[config.mk]
export PLATFORM = sky130hd
export DESIGN_NAME = loop_supervisor
export DESIGN_NICKNAME = d
export VERILOG_FILES = /design/src/rtl/loopsup_pkg.sv /design/src/rtl/loopsup_sync.sv /design/src/rtl/loopsup_ctrl.sv /design/src/rtl/loopsup_frame.sv /design/src/rtl/loop_supervisor.sv
export SDC_FILE = /design/constraint.sdc
export NUM_CORES = 1
export LEC_CHECK = 0
export ABC_AREA = 1
export CAP_MARGIN = 30
export CORE_MARGIN = 5
export CORE_UTILIZATION = 50
export DETAILED_ROUTE_END_ITERATION = 8
export PLACE_DENSITY_LB_ADDON = 0.15
export SYNTH_ARGS = -nofsm -noshare
export SYNTH_HDL_FRONTEND = slang
export SYNTH_HIERARCHICAL = 1
export SYNTH_SLANG_ARGS = --single-unit
[constraint.sdc]
create_clock -name clk -period 1.99 [get_ports clk]
set_clock_uncertainty 0.2 [all_clocks]
set_input_delay 0.4975 -clock clk [delete_from_list [all_inputs] [get_ports clk]]
set_output_delay 0.4975 -clock clk [all_outputs]
set_load 0.02 [all_outputs]
[src/rtl/loopsup_pkg.sv]
package loopsup_pkg;
  // asynchronous control inputs carried through one synchroniser
  typedef struct packed {
    logic frame;
    logic sig_en;
    logic pwr;
    logic lpbk_n;
  } ctl_in_t;
endpackage

[src/rtl/loopsup_sync.sv]
module loopsup_sync #(
  parameter int WIDTH  = 4,
  parameter int STAGES = 2
) (
  input  logic             clk,
  input  logic             rst,
  input  logic [WIDTH-1:0] d,
  output logic [WIDTH-1:0] q
);
  logic [WIDTH-1:0] stg [STAGES];

  always_ff @(posedge clk) begin
    if (rst) begin
      for (int i = 0; i < STAGES; i++) stg[i] <= '0;
    end else begin
      stg[0] <= d;
      for (int i = 1; i < STAGES; i++) stg[i] <= stg[i-1];
    end
  end

  assign q = stg[STAGES-1];
endmodule

[src/rtl/loopsup_ctrl.sv]
module loopsup_ctrl (
  input  logic clk,
  input  logic rst,
  input  logic se_s,
  input  logic pwr_s,
  input  logic lpbk_n_s,
  output logic pwr_q,
  output logic lpbk_n_q,
  output logic oe_q,
  output logic loop_sel_q
);
  always_ff @(posedge clk) begin
    if (rst) begin
      pwr_q      <= 1'b0;
      lpbk_n_q   <= 1'b1;
      oe_q       <= 1'b0;
      loop_sel_q <= 1'b0;
    end else begin
      if (se_s) begin
        pwr_q    <= pwr_s;
        lpbk_n_q <= lpbk_n_s;
      end
      oe_q       <= se_s;
      loop_sel_q <= pwr_q & ~lpbk_n_q;
    end
  end

  // two cycles of released pads mean the controls were frozen
  assert_freeze_R8: assert property (@(posedge clk) disable iff (rst)
    (!oe_q && !$past(oe_q)) |-> ($stable(pwr_q) && $stable(lpbk_n_q)));

  // loopback is selected only after a powered-up cycle
  assert_loop_needs_power_R10: assert property (@(posedge clk) disable iff (rst)
    loop_sel_q |-> $past(pwr_q));
endmodule

[src/rtl/loopsup_frame.sv]
module loopsup_frame #(
  parameter int MISS_LIMIT = 3
) (
  input  logic clk,
  input  logic rst,
  input  logic frame_lvl,
  input  logic burst_ok,
  input  logic pwr_up,
  output logic valid_q,
  output logic timeout_q,
  output logic tx_start_q
);
  localparam int CW = $clog2(MISS_LIMIT + 1);
  localparam logic [CW-1:0] LIM = CW'(MISS_LIMIT);

  logic          frame_d;
  logic          frame_rise;
  logic [CW-1:0] miss_cnt;
  logic [CW-1:0] miss_next;

  assign frame_rise = frame_lvl & ~frame_d;

  always_comb begin
    miss_next = miss_cnt;
    if (burst_ok)
      miss_next = '0;
    else if (frame_rise && miss_cnt != LIM)
      miss_next = miss_cnt + 1'b1;
  end

  always_ff @(posedge clk) begin
    if (rst) begin
      frame_d    <= 1'b0;
      miss_cnt   <= LIM;
      timeout_q  <= 1'b1;
      valid_q    <= 1'b0;
      tx_start_q <= 1'b0;
    end else begin
      frame_d    <= frame_lvl;
      miss_cnt   <= miss_next;
      tx_start_q <= frame_rise & pwr_up;
      if (frame_rise) begin
        timeout_q <= (miss_next == LIM);
        valid_q   <= (miss_next != LIM);
      end else if (!pwr_up && burst_ok) begin
        valid_q   <= 1'b1;
      end
    end
  end

  // powered up, valid-data holds between frame edges
  assert_vd_frame_aligned_R2: assert property (@(posedge clk) disable iff (rst)
    (pwr_up && !frame_rise) |=> $stable(valid_q));

  // powered down, a burst raises valid-data next cycle
  assert_down_burst_R3: assert property (@(posedge clk) disable iff (rst)
    (!pwr_up && burst_ok) |=> valid_q);

  // time-out is left only at a frame edge
  assert_timeout_release_R5: assert property (@(posedge clk) disable iff (rst)
    $fell(timeout_q) |-> $past(frame_rise));

  // entering time-out drops valid-data
  assert_enter_timeout_low_R6: assert property (@(posedge clk) disable iff (rst)
    $rose(timeout_q) |-> !valid_q);

  // the burst start strobe lasts one cycle
  assert_tx_pulse_R7: assert property (@(posedge clk) disable iff (rst)
    tx_start_q |=> !tx_start_q);
endmodule

[src/rtl/loop_supervisor.sv]
module loop_supervisor #(
  parameter int SYNC_STAGES = 2,
  parameter int MISS_LIMIT  = 3
) (
  input  logic clk,
  input  logic rst,
  input  logic frame_ref_in,
  input  logic burst_ok,
  input  logic pwr_up_in,
  input  logic lpbk_n_in,
  input  logic sig_en_in,
  output logic valid_data,
  output logic status_oe,
  output logic pwr_latched,
  output logic lpbk_n_latched,
  output logic tx_start,
  output logic loop_sel,
  output logic timeout
);
  import loopsup_pkg::*;

  ctl_in_t raw_in;
  ctl_in_t syn_in;

  assign raw_in = '{frame: frame_ref_in, sig_en: sig_en_in,
                    pwr: pwr_up_in, lpbk_n: lpbk_n_in};

  loopsup_sync #(.WIDTH($bits(ctl_in_t)), .STAGES(SYNC_STAGES)) u_sync (
    .clk (clk),
    .rst (rst),
    .d   (raw_in),
    .q   (syn_in)
  );

  loopsup_ctrl u_ctrl (
    .clk        (clk),
    .rst        (rst),
    .se_s       (syn_in.sig_en),
    .pwr_s      (syn_in.pwr),
    .lpbk_n_s   (syn_in.lpbk_n),
    .pwr_q      (pwr_latched),
    .lpbk_n_q   (lpbk_n_latched),
    .oe_q       (status_oe),
    .loop_sel_q (loop_sel)
  );

  loopsup_frame #(.MISS_LIMIT(MISS_LIMIT)) u_frame (
    .clk        (clk),
    .rst        (rst),
    .frame_lvl  (syn_in.frame),
    .burst_ok   (burst_ok),
    .pwr_up     (pwr_latched),
    .valid_q    (valid_data),
    .timeout_q  (timeout),
    .tx_start_q (tx_start)
  );

  // the block comes out of reset in time-out
  assert_reset_state_R1: assert property (@(posedge clk)
    $past(rst) |-> (timeout && !valid_data && !tx_start));
endmodule

==> flow_summary.toml <==
[status]
status = "completed"

[synth]
synth_area_per_cell_um2 = 7.91
synth_cells = 84
synth_nets = 92
yosysTopAreaCell = "dfxtp_1"
synth-seq-area-share = 0.542
ys_ff_latch = 18
syn-cell-area_um2 = 664
yosysWarnings = 6
synth_top_area_frac = 0.542
synthTopCellsByArea = "dfxtp_1, inv_1, nor2_1"
yosysUniqueCellTypes = 14

[global_routing]
top_usage_layer = "met2"
grt_pass1_wl_um = 1520
grt_max_degree = 11
grt-ovfl-total = 0
grt_util_met1 = 0.113
use_met3 = 0.0469
grt_use_total = 0.104
grt_pass1_vias = 401
grtUsageMet2 = 0.159
antenna_found_initial = 0

[critical_path]
crit_path_end_kind = "primary output"
crit_chain = "clkdlybuf4s50_1"
cp_slowest_cell = "clkdlybuf4s50_1"
ff2ff_path_depth = 9
r2r_slack_ns = 0.50
r2r-start = "u_frame/miss_cnt[0]$_SDFF_PP1_"
required_ns = 1.29
cp_num_cells = 1
crit_buf_inv = 1
critical_path.max_stage_delay_ns = 0.61
rr_endpoint = "u_frame/valid_q$_SDFFE_PP0P_"
cpLargestDelayFamily = "buffers and inverters"
critPathArrivalTime_ns = 1.23
cp_max_fo = 2
startpoint_type = "flip-flop"
critPathKind = "reg2out"

[drt]
vias = 487
drt_iter0_markers = 13
firstDrtPassIters = 4
antenna_left = 0
wl_um = 1010
viasPerCell = 4.35
drc = 0
detail_route.wl_per_cell_um = 9.02

[cells_and_area]
layout_common_cells = "dfxtp_1, nor2_1, inv_1, nand2_1, clkdlybuf4s50_1"
nNetsFinal = 106
drive_above_1_share = 0.134
antenna_cells = 0
area_growth_pct = 23.0
utilization = 0.636
final_common_cell = "dfxtp_1"

[floorplanning]
rows = 13
boundaryPins = 14
die_y_um = 46.5
dieArea_um2 = 2160
start_util = 0.517
core_um2 = 1280
die_x_um = 46.5

[timing]
hold_viol_final = 0
max_clock_freq_mhz = 518
setup_viol = 0
finalMaxSlewViolations = 0
rsz0062_at_grt = "no"
max-slew-margin-rel = 0.850
tns_ns = 0
worst_slew_pin_slew_ns = 0.224
layout_min_cycle_time_ns = 1.93
period_share = 0.970

[clock_tree]
clk_pin_slew_ns = 0.10
insertion_delay_ns = 0.28
h-tree-depth = 1
cts.repair.resized = 1
cts_made_buffers = 3
postCtsSetupBuffers = 0
cts_tree = "yes"
root_buffer = "clkbuf_4"
postCtsHoldBufs = 0
cts_max_path_buffers = 2
numClockSinks = 18

[worst_hold_path]
hold_start = "u_sync/stg[0][0]$_SDFF_PP0_"
hold_end = "u_sync/stg[0][4]$_SDFF_PP0_"
whs_path_depth = 2
min_path_type = "reg2reg"

[power_and_ir_drop]
ir_drop_v = 0.000449
p_leak_nw = 0.404
powerDensity_nw_per_um2 = 827
total_power_w = 0.000676

[place]
dp_hpwl_um = 718
portBuffers = 13
globalplace.congestion = 0.685

[run]
drv_cap = 0
==> per-layer routing <==
layer	routed length, um	part of all wire
met5	0	0
met4	10	0.0099
met3	68	0.067
met2	409	0.40
met1	523	0.52
==> synthesized netlist by cell type <==
cell     number
nand3_2       1
nand2_1      12
o21ai_1       1
inv_1        16
nand4_1       1
inv_2         4
buf_4         4
dfxtp_1      18
o21ai_0       3
nor2_2        3
nand3_1       3
buf_6         1
ha_1          1
nor2_1       16
==> worst max path at each step <==
stage | startpoint | end | slack, ns
floorplan | u_frame/miss_cnt[0]$_SDFF_PP1_ | u_frame/valid_q$_SDFFE_PP0P_ | 0.68
global placement | burst_ok | u_frame/valid_q$_SDFFE_PP0P_ | 0.30
detailed placement | u_ctrl/pwr_q$_SDFFE_PP0P_ | pwr_latched | 0.29
CTS | u_ctrl/lpbk_n_q$_SDFFE_PP1P_ | lpbk_n_latched | 0.03
global route | u_frame/valid_q$_SDFFE_PP0P_ | valid_data | 0.02
finish | u_frame/valid_q$_SDFFE_PP0P_ | valid_data | 0.06
==> through the flow <==
step | setup WS (ns) | cell area [um2] | hold slack (ns) | instances
2_1_floorplan | 0.682 | 664 | 0.188 | 84
3_3_place_gp | 0.301 | 779 | 0.190 | 108
3_5_place_dp | 0.294 | 779 | 0.193 | 108
4_1_cts | 0.0283 | 815 | 0.207 | 112
5_1_grt | 0.0168 | 817 | 0.224 | 112
6_report | 0.0589 | 817 | 0.207 | 112
==> registers in the layout (all words and copies together) (netlist names) <==
signal	cells
u_frame/tx_start_q	1
u_ctrl/oe_q	1
u_sync/stg	8
u_frame/miss_cnt	2
u_frame/valid_q	1
u_ctrl/loop_sel_q	1
u_ctrl/lpbk_n_q	1
u_ctrl/pwr_q	1
u_frame/frame_d	1
u_frame/timeout_q	1
==> final cells by class <==
class                      instances  area [um2]
tap                               15        18.8
fill                             114         468
timing repair buffer              14         139
multi-input combinational         41         188
clock buffer                       4        36.3
inverter                          20        75.1
sequential                        18         360
==> cells by family after synthesis <==
group | synth area share
AO/OA/AOI/OAI | 0.0301
adder cells (fa/ha/maj) | 0.0188
buffers and inverters | 0.175
flip-flops | 0.542
AND/OR/NAND/NOR | 0.234
==> report_power, final <==
part | switching [W] | internal (W) | total [W]
Combinational | 0.0000380 | 0.0000339 | 0.0000720
Clock | 0.000106 | 0.000111 | 0.000217
Sequential | 0.00000916 | 0.000377 | 0.000386
Total | 0.000153 | 0.000522 | 0.000676
(Power assumes the default switching activity.)
